===== src/rtl/mem_guard_pkg.sv =====
package mem_guard_pkg;

  localparam int MAX_IDX_W = 4;

  localparam logic [1:0] PRIV_MACH  = 2'b11;
  localparam logic [1:0] MODE_RANGE = 2'b01;

  localparam logic [1:0] ACC_READ  = 2'd0;
  localparam logic [1:0] ACC_WRITE = 2'd1;
  localparam logic [1:0] ACC_EXEC  = 2'd2;

  typedef struct packed {
    logic       lock;
    logic [1:0] spare;
    logic [1:0] mode;
    logic       x;
    logic       w;
    logic       r;
  } entry_cfg_t;

  typedef struct packed {
    logic                 addrWr;
    logic                 cfgWr;
    logic [MAX_IDX_W-1:0] idx;
  } wr_strobe_t;

  typedef struct packed {
    logic r;
    logic w;
    logic x;
    logic lock;
  } perm_t;

endpackage


===== src/rtl/mem_guard_match.sv =====
module mem_guard_match #(
  parameter int ADDR_W = 32
) (
  input  logic [ADDR_W-1:0] lowBound,
  input  logic [ADDR_W-1:0] highBound,
  input  logic [ADDR_W-1:0] addr,
  input  logic [1:0]        mode,
  output logic              hit
);
  import mem_guard_pkg::*;

  logic aboveLow;
  logic belowHigh;

  assign aboveLow  = (addr >= lowBound);
  assign belowHigh = (addr < highBound);
  assign hit       = (mode == MODE_RANGE) && aboveLow && belowHigh;

endmodule


===== src/rtl/mem_guard_dp.sv =====
module mem_guard_dp #(
  parameter int NUM_REGIONS = 16,
  parameter int ADDR_W      = 32
) (
  input  logic                          clk,
  input  logic                          rstN,
  input  mem_guard_pkg::wr_strobe_t     strobe,
  input  logic [ADDR_W-1:0]             wdata,
  input  logic [ADDR_W-1:0]             chkAddr,
  output logic [NUM_REGIONS-1:0]        lockVec,
  output logic [NUM_REGIONS-1:0]        enVec,
  output logic [NUM_REGIONS-1:0]        matchVec,
  output logic [NUM_REGIONS-1:0]        selVec,
  output logic                          selHit,
  output mem_guard_pkg::perm_t          selPerm,
  output logic                          anyEn
);
  import mem_guard_pkg::*;

  logic [ADDR_W-1:0] addrQ [NUM_REGIONS];
  entry_cfg_t        cfgQ  [NUM_REGIONS];

  for (genvar g = 0; g < NUM_REGIONS; g++) begin : g_entry
    logic [ADDR_W-1:0] lowBound;
    logic              hitSel;

    assign hitSel = (strobe.idx == MAX_IDX_W'(g));

    always_ff @(posedge clk) begin
      if (!rstN) begin
        addrQ[g] <= '0;
        cfgQ[g]  <= '0;
      end else begin
        if (strobe.addrWr && hitSel) addrQ[g] <= wdata;
        if (strobe.cfgWr && hitSel)  cfgQ[g]  <= entry_cfg_t'(wdata[7:0]);
      end
    end

    if (g == 0) begin : g_base
      assign lowBound = '0;
    end else begin : g_chain
      assign lowBound = addrQ[g-1];
    end

    mem_guard_match #(.ADDR_W(ADDR_W)) i_match (
      .lowBound  (lowBound),
      .highBound (addrQ[g]),
      .addr      (chkAddr),
      .mode      (cfgQ[g].mode),
      .hit       (matchVec[g])
    );

    assign lockVec[g] = cfgQ[g].lock;
    assign enVec[g]   = (cfgQ[g].mode == MODE_RANGE);
  end

  assign anyEn = |enVec;

  always_comb begin
    selVec  = '0;
    selHit  = 1'b0;
    selPerm = '0;
    for (int i = 0; i < NUM_REGIONS; i++) begin
      if (!selHit && matchVec[i]) begin
        selHit       = 1'b1;
        selVec[i]    = 1'b1;
        selPerm.r    = cfgQ[i].r;
        selPerm.w    = cfgQ[i].w;
        selPerm.x    = cfgQ[i].x;
        selPerm.lock = cfgQ[i].lock;
      end
    end
  end

endmodule


===== src/rtl/mem_guard_ctrl.sv =====
module mem_guard_ctrl #(
  parameter int NUM_REGIONS = 16,
  parameter int IDX_W       = 4
) (
  input  logic                      cfgWe,
  input  logic [1:0]                cfgPriv,
  input  logic                      cfgSel,
  input  logic [IDX_W-1:0]          cfgIdx,
  input  logic [NUM_REGIONS-1:0]    lockVec,
  input  logic [1:0]                chkType,
  input  logic [1:0]                chkPriv,
  input  logic                      selHit,
  input  mem_guard_pkg::perm_t      selPerm,
  input  logic                      anyEn,
  output mem_guard_pkg::wr_strobe_t strobe,
  output logic                      chkAllow
);
  import mem_guard_pkg::*;

  logic idxOk;
  logic idxLocked;
  logic wrOk;
  logic permBit;
  logic isMach;

  always_comb begin
    idxOk     = 1'b0;
    idxLocked = 1'b0;
    for (int i = 0; i < NUM_REGIONS; i++) begin
      if (cfgIdx == IDX_W'(i)) begin
        idxOk     = 1'b1;
        idxLocked = lockVec[i];
      end
    end
  end

  assign wrOk          = cfgWe && (cfgPriv == PRIV_MACH) && idxOk && !idxLocked;
  assign strobe.addrWr = wrOk && !cfgSel;
  assign strobe.cfgWr  = wrOk && cfgSel;
  assign strobe.idx    = MAX_IDX_W'(cfgIdx);

  always_comb begin
    case (chkType)
      ACC_READ:  permBit = selPerm.r;
      ACC_WRITE: permBit = selPerm.w;
      ACC_EXEC:  permBit = selPerm.x;
      default:   permBit = 1'b0;
    endcase
  end

  assign isMach = (chkPriv == PRIV_MACH);

  always_comb begin
    if (selHit) begin
      if (isMach && !selPerm.lock) chkAllow = 1'b1;
      else                         chkAllow = permBit;
    end else begin
      chkAllow = isMach || !anyEn;
    end
  end

endmodule


===== src/rtl/mem_guard.sv =====
module mem_guard #(
  parameter int NUM_REGIONS = 16,
  parameter int ADDR_W      = 32,
  localparam int IDX_W      = (NUM_REGIONS > 1) ? $clog2(NUM_REGIONS) : 1
) (
  input  logic              clk,
  input  logic              rstN,
  input  logic              cfgWe,
  input  logic [1:0]        cfgPriv,
  input  logic              cfgSel,
  input  logic [IDX_W-1:0]  cfgIdx,
  input  logic [ADDR_W-1:0] cfgWdata,
  input  logic [ADDR_W-1:0] chkAddr,
  input  logic [1:0]        chkType,
  input  logic [1:0]        chkPriv,
  output logic              chkAllow
);
  import mem_guard_pkg::*;

  wr_strobe_t             strobe;
  perm_t                  selPerm;
  logic                   selHit;
  logic                   anyEn;
  logic [NUM_REGIONS-1:0] lockVec;
  logic [NUM_REGIONS-1:0] enVec;
  logic [NUM_REGIONS-1:0] matchVec;
  logic [NUM_REGIONS-1:0] selVec;

  mem_guard_ctrl #(.NUM_REGIONS(NUM_REGIONS), .IDX_W(IDX_W)) i_ctrl (
    .cfgWe    (cfgWe),
    .cfgPriv  (cfgPriv),
    .cfgSel   (cfgSel),
    .cfgIdx   (cfgIdx),
    .lockVec  (lockVec),
    .chkType  (chkType),
    .chkPriv  (chkPriv),
    .selHit   (selHit),
    .selPerm  (selPerm),
    .anyEn    (anyEn),
    .strobe   (strobe),
    .chkAllow (chkAllow)
  );

  mem_guard_dp #(.NUM_REGIONS(NUM_REGIONS), .ADDR_W(ADDR_W)) i_dp (
    .clk      (clk),
    .rstN     (rstN),
    .strobe   (strobe),
    .wdata    (cfgWdata),
    .chkAddr  (chkAddr),
    .lockVec  (lockVec),
    .enVec    (enVec),
    .matchVec (matchVec),
    .selVec   (selVec),
    .selHit   (selHit),
    .selPerm  (selPerm),
    .anyEn    (anyEn)
  );

endmodule


===== config.mk =====
export PLATFORM = sky130hd
export DESIGN_NAME = mem_guard
export DESIGN_NICKNAME = d
export VERILOG_FILES = /design/src/rtl/mem_guard_pkg.sv /design/src/rtl/mem_guard_match.sv /design/src/rtl/mem_guard_dp.sv /design/src/rtl/mem_guard_ctrl.sv /design/src/rtl/mem_guard.sv
export SDC_FILE = /design/constraint.sdc
export NUM_CORES = 1
export LEC_CHECK = 0
export BUFFER_PORTS_ARGS = -buffer_cell sky130_fd_sc_hd__buf_4
export CAP_MARGIN = 0
export CORE_MARGIN = 5
export CORE_UTILIZATION = 40
export CTS_BUF_LIST = sky130_fd_sc_hd__clkbuf_16
export DETAILED_ROUTE_END_ITERATION = 10
export PLACE_DENSITY = 0.6
export REMOVE_ABC_BUFFERS = 1
export SYNTH_ARGS = -nofsm -noshare
export SYNTH_HDL_FRONTEND = slang
export SYNTH_HIERARCHICAL = 1
export SYNTH_SLANG_ARGS = --single-unit
export TNS_END_PERCENT = 100

===== constraint.sdc =====
create_clock -name clk -period 5.05 [get_ports clk]
set_input_delay 0.2525 -clock clk [delete_from_list [all_inputs] [get_ports clk]]
set_output_delay 0.2525 -clock clk [all_outputs]
set_load 0.01 [all_outputs]

==> out/metrics.yaml, run 1 <==
timing:
  rsz0062_at_grt: "true"
  fin_skew_ns: 0.0301
  fmax_mhz: 194
  period_minus_slack_ns: 5.15
  timing.hold.ws_ns: 0.107
  final.setup.tns_ns: -0.0965
  drv_slew: 0
  relSlewSlack_pct: 32.1
  max_slew.worst_pin.slew_ns: 1.01
  setup_viol: 1
  fin_ws_ns: -0.0965
  hold_viol: 0
  period_share_pct: 102
die:
  die_h_um: 362
  io_pins: 79
  core_area_sq_um: 123000
  initial_utilization_pct: 40.2
  rows: 129
  dieArea_sq_um: 131000
  die_w_um: 362
setup_path:
  crit_path_start_kind: "flop"
  r2r-start: "i_dp/cfgQ[0][55]"
  reg2regPathDepth: 9
  rrSetupSlack_ns: 1.39
  cp_cell_sequence: "ha_1, nand2b_4, a2111o_1, o211ai_1, o211ai_1, a211oi_2, a311oi_4, or4_4, or3_4, a211o_1, o22ai_2, o211ai_1, mux2i_1, o21ai_2, a221o_1, o21a_2, buf_6"
  cp_common_cell: "o211ai_1"
  cp_max_fo: 5
  reg2reg_to: "i_dp/addrQ[0][134]"
  crit_path_end_kind: "output port"
  critPathMaxStageDelay_ns: 0.51
  cp.arrival_ns: 4.89
  cp.required_ns: 4.80
  critPathKind: "flop to output port"
  crit_path_top_delay_cell: "or4_4"
job:
  maxCapViolations: 0
global_routing:
  overflow: 0
  grt_pass1_vias: 37782
  grt_max_degree: 38
  grt_pass1_wl_um: 224000
  grt_use_total_pct: 22.3
  grt_antenna_before_repair: 13
drt:
  post_drt_wl_per_cell_um: 20.7
  viasPerCell: 5.32
  routed_wl_um: 149000
  drt-initial-drc-count: 2658
  final_antenna_net_count: 0
  drc: 0
  firstDrtPassIters: 5
  vias: 38277
outcome:
  status: "finished with violations"
  violations: "setup timing"
clock_tree:
  h-tree-depth: 3
  cts_tree: "built"
  cts_buffer_depth: 3
  cts_inserted_buffers: 77
  cts-root-buf: "clkbuf_16"
  clkSinkCount: 608
  clock_latency_ns: 0.66
  path_clk_slew_ns: 0.06
cells_and_area:
  layout-drive-gt1-share_pct: 10.1
  finalInstanceArea_sq_um: 56800
  nets: 6573
  post-route-util_pct: 46.0
  syn_to_final_growth_pct: 14.5
  final_cells: 7196
pwr:
  ir_worst_vdd_mv: 0.261
  power.density_nw_per_um2: 247
  comb_power_share_pct: 18.2
  seqPwrFrac_pct: 41.5
  swShare_pct: 28.4
  p_sw_w: 0.00398
  clkPwrFrac_pct: 40.3
  internal-power_w: 0.0100
  power.leakage_nw: 25.4
hold_path:
  worstHoldEndpoint: "i_dp/addrQ[1][205]"
  min_delay_path_depth: 2
  holdCritStartpoint: "cfgWdata[13]"
  holdCritPathClass: "primary input to flop"
place:
  gp_congestion: 0.925
  dp_hpwl_um: 110000
  io_buffers: 78
  place_area_sq_um: 54000
  post-place-cells: 7039
synth:
  syn_area_per_cell_sq_um: 9.56
  syn_inst: 5193
  yosysWarnings: 6
  synth_area_sq_um: 49600
[per-layer routing]
layer  vias up  routed length (um)  track usage, %
met5         -                  13               0
met4         2                4570            6.29
met3       215                9130            3.14
met2      1016               68200            37.1
met1     18377               66800            30.4
li1      18667                   -               -
[state kept, by name (all words and copies together), names as in the netlist]
name,flops
i_dp/addrQ,512
i_dp/cfgQ,96
[metrics by stage]
step	power [W]	worst slack (ns)
after global placement	0.00834	0.0663
after detailed placement	0.00842	0.0930
after global routing	0.0147	-0.302
after CTS	0.0141	-0.139
after floorplan	0.00729	0.178
final	0.0140	-0.0965
[critical path: cells and delay by family (launching register included)]
kind                       cells  cell delay, ns
AOI/OAI and AO/OA             11            2.18
adders and majority gates      1            0.29
buffers and inverters          1            0.13
DFF                            1            0.39
muxes                          1            0.18
and+or+nand+nor                3            1.05
[repair_timing]
item | CTS | global route
endpoints found under the setup margin | 1 | 1
resized for setup | 20 | 19
buffers inserted | 4 | 3
hold buffers | 0 | 0
pin swaps | 30 | 20
[worst max-delay path by stage]
stage | from | cells past startpoint | slack [ns] | to
after CTS | i_dp/addrQ[0][0] | 17 | -0.14 | chkAllow
final | i_dp/addrQ[0][0] | 17 | -0.1 | chkAllow
after detailed placement | chkAddr[0] | 22 | 0.09 | chkAllow
after global placement | chkAddr[19] | 20 | 0.07 | chkAllow
after floorplan | i_dp/cfgQ[0][55] | 7 | 0.18 | i_dp/addrQ[0][0]
after global routing | i_dp/addrQ[0][0] | 17 | -0.30 | chkAllow
[cell type report]
| cell class | count | area [sq um] |
|---|---|---|
| Fill cell | 11628 | 66700 |
| Multi-Input combinational cell | 3460 | 27500 |
| Sequential cell | 608 | 18300 |
| Inverter | 1018 | 3820 |
| Timing Repair Buffer | 322 | 2650 |
| Tap cell | 1637 | 2050 |
| Clock buffer | 80 | 2000 |
| Clock inverter | 59 | 532 |
| Antenna cell | 12 | 30.0 |
[power by group through the flow]
| stage | logic, W | registers [W] | clock network [W] |
|---|---|---|---|
| after floorplan | 0.00140 | 0.00589 | 0 |
| after global placement | 0.00242 | 0.00592 | 0 |
| after detailed placement | 0.00250 | 0.00592 | 0 |
| after CTS | 0.00254 | 0.00581 | 0.00578 |
| after global routing | 0.00287 | 0.00583 | 0.00598 |
| final | 0.00256 | 0.00581 | 0.00564 |
[layout by cell type (no fill, tap or decap), types with 32 or more instances in the layout]
| master | count |
|---|---|
| inv_1 | 1026 |
| ha_1 | 1008 |
| and2_1 | 612 |
| edfxtp_1 | 608 |
| a21oi_1 | 368 |
| buf_4 | 302 |
| nand2_1 | 294 |
| nand4_1 | 176 |
| nor2_1 | 158 |
| o21ai_0 | 136 |
| clkbuf_16 | 80 |
| a21o_1 | 64 |
| nand2b_1 | 54 |
| a211oi_1 | 53 |
| nor3_1 | 51 |
| nor2b_1 | 44 |
| nand3_1 | 42 |
| o211ai_1 | 38 |
| nor4_1 | 35 |
| conb_1 | 32 |
Power figures use the tool's default switching activity.
==> run 2, diff against run 1 <==
CAP_MARGIN = 40   (was 0)
CORE_MARGIN = 8   (was 5)
==> run 2 against run 1 <==
Against the previous run:
- the run still ends with setup timing left
- combinational power down 2%
- count of clock-buffer cells in the layout rose by 1
- critical path type unchanged
- critical path depth unchanged
- die area rose by 3.3%
- non-clock buffer count down 5
- final cell count barely moved
- design area shrank 0.19%
- sequential share of layout area increased by 0.062 points
==> out/metrics.yaml, run 2 (same netlist as run 1, synthesis figures left out) <==
cells_and_area:
  largestRegisters: "i_dp/addrQ (512), i_dp/cfgQ (96)"  # unchanged
  nets: 6570  # was 6,573
  multiInputGateArea_sq_um: 27400  # was 27,500 sq um
  layout_common_cells: "inv_1, ha_1, and2_1"  # unchanged
  syn_to_final_growth_pct: 14.3  # was 14.5%
  seq_area_sq_um: 18300  # unchanged
  fillCellCount: 11621  # was 11,628
  final_cells: 7189  # was 7,196
  post-route-util_pct: 45.9  # was 46.0%
  top_register: "i_dp/addrQ"  # unchanged
  layout_commonest_cell: "inv_1"  # unchanged
  finalInstanceArea_sq_um: 56700  # was 56,800 sq um
  largest_reg_flops: 512  # unchanged
  layout-drive-gt1-share_pct: 9.94  # was 10.1%
drt:
  routed_wl_um: 144000  # was 149,000 um
  final_antenna_net_count: 0  # unchanged
  firstDrtPassIters: 5  # unchanged
  vias: 38058  # was 38,277
  drc: 0  # unchanged
  post_drt_wl_per_cell_um: 20.1  # was 20.7 um
  drt-initial-drc-count: 2351  # was 2,658
  viasPerCell: 5.29  # was 5.32
timing:
  period_share_pct: 102  # about the same
  max_slew.worst_pin.slew_ns: 0.839  # was 1.01 ns
  fin_skew_ns: 0.0260  # was 0.0301 ns
  rsz0062_at_grt: "true"  # unchanged
  setup_viol: 1  # unchanged
  fmax_mhz: 193  # was 194 MHz
  relSlewSlack_pct: 43.5  # was 32.1%
  fin_ws_ns: -0.123  # was -0.0965 ns
  timing.hold.ws_ns: 0.102  # was 0.107 ns
  drv_slew: 0  # unchanged
  period_minus_slack_ns: 5.17  # was 5.15 ns
  hold_viol: 0  # unchanged
clock_tree:
  clkSinkCount: 608  # unchanged
  cts_inserted_buffers: 79  # was 77
  ctsHoldBuffers: 0  # unchanged
  clock_latency_ns: 0.65  # was 0.66 ns
  path_clk_slew_ns: 0.06  # about the same
  cts_buffer_depth: 3  # unchanged
  cts_tree: "built"  # unchanged
  cts-root-buf: "clkbuf_16"  # unchanged
  h-tree-depth: 3  # unchanged
global_routing:
  grt_antenna_before_repair: 7  # was 13
  overflow: 0  # unchanged
  grt_pass1_vias: 38222  # was 37,782
  grt_pass1_wl_um: 220000  # was 224,000 um
  grt_max_degree: 38  # unchanged
  grt_use_total_pct: 20.8  # was 22.3%
die:
  die_w_um: 368  # was 362 um
  dieArea_sq_um: 136000  # was 131,000 sq um
  die_h_um: 368  # was 362 um
  rows: 129  # unchanged
  initial_utilization_pct: 40.2  # unchanged
  io_pins: 79  # unchanged
  core_area_sq_um: 123000  # unchanged
outcome:
  status: "finished with violations"  # unchanged
  violations: "setup timing"  # unchanged
place:
  dp_hpwl_um: 109000  # was 110,000 um
  io_buffers: 78  # unchanged
  post-place-cells: 7034  # was 7,039
  pre_cts_ws_ns: -0.122  # was 0.0930 ns
  gp_congestion: 0.921  # was 0.925
  place_area_sq_um: 53900  # was 54,000 sq um
setup_path:
  crit_path_start_kind: "flop"  # unchanged
  cp.required_ns: 4.80  # about the same
  cp.arrival_ns: 4.92  # was 4.89 ns
  crit_path_end_kind: "output port"  # unchanged
  critPathKind: "flop to output port"  # unchanged
  cp_max_fo: 4  # was 5
pwr:
  power.leakage_nw: 25.3  # was 25.4 nW
  ir_worst_vdd_mv: 0.193  # was 0.261 mV
  power.density_nw_per_um2: 244  # was 247 nW/um^2
hold_path:
  holdCritPathClass: "primary input to flop"  # unchanged
job:
  maxCapViolations: 0  # unchanged
## run 2: cell count changes in the layout (fill, tap and decap cells not counted), moves of 3 or more
| cell | before | now |
|---|---|---|
| a221oi_1 | 14 | 11 |
| buf_4 | 302 | 296 |
| clkinv_1 | 14 | 18 |
| clkinv_2 | 18 | 14 |
| diode_2 | 12 | 7 |
| inv_1 | 1026 | 1033 |
| inv_6 | 4 | 1 |
| nor4_1 | 35 | 32 |
| nor4_2 | 2 | 5 |
| o21ai_1 | 15 | 18 |
## run 2: path summary, 6_finish.rpt
path / start / to / slack, ns / cells past startpoint
min reg2reg: i_dp/cfgQ[1][63] / i_dp/cfgQ[1][44] / 1.34 / 6
max reg2reg: i_dp/cfgQ[0][55] / i_dp/addrQ[0][161] / 1.47 / 9
max: i_dp/addrQ[0][64] / chkAllow / -0.12 / 17
min: cfgWdata[19] / i_dp/addrQ[0][19] / 0.10 / 2
## run 2: cell type report
class	instances	area share, %
tap	1637	3.61
antenna	7	0.0309
inverter	1018	6.74
clock buffer	81	3.57
multi-input combinational	3460	48.4
clock inverter	61	0.838
timing repair buffer	317	4.60
sequential	608	32.2
## run 2: metal layers
metal  vias to the layer above  routed length (um)  track usage (%)
met2                       947               67400             35.5
met5                         -                   0                0
met1                     18185               63400             26.8
met3                       252                8080             3.17
met4                         0                5410             7.03
li1                      18674                   -                -
## run 2: critical path, cell delays in order, from the launching register on
cell and delay, ns:
edfxtp_1 0.39, ha_1 0.29, nand2b_4 0.14, a2111o_1 0.35, o211ai_1 0.12, o211ai_1 0.18
a211oi_2 0.34, a311oi_2 0.11, or4_4 0.55, or3_4 0.39, a211o_1 0.25, o22ai_2 0.13
o211ai_1 0.11, mux2i_1 0.20, o21ai_2 0.09, a221o_1 0.32, o21a_2 0.16, buf_6 0.13
## run 2: where the power goes
part           internal, W  total [W]  switching (W)
logic             0.000967    0.00251        0.00154
registers          0.00572    0.00581      0.0000931
clock network      0.00325    0.00554        0.00228
total              0.00994     0.0139        0.00392
## run 2: through the flow
stage	setup TNS, ns	total power, W
after CTS	-0.153	0.0140
after global placement	-0.0891	0.00830
after detailed placement	-0.122	0.00837
after global routing	-0.334	0.0145
final	-0.123	0.0139
after floorplan	0	0.00729
## run 2: repair_timing
action | in CTS | in global routing
gates resized for setup | 24 | 14
setup endpoints to repair | 1 | 1
pin swaps | 27 | 32
buffers inserted | 4 | 2
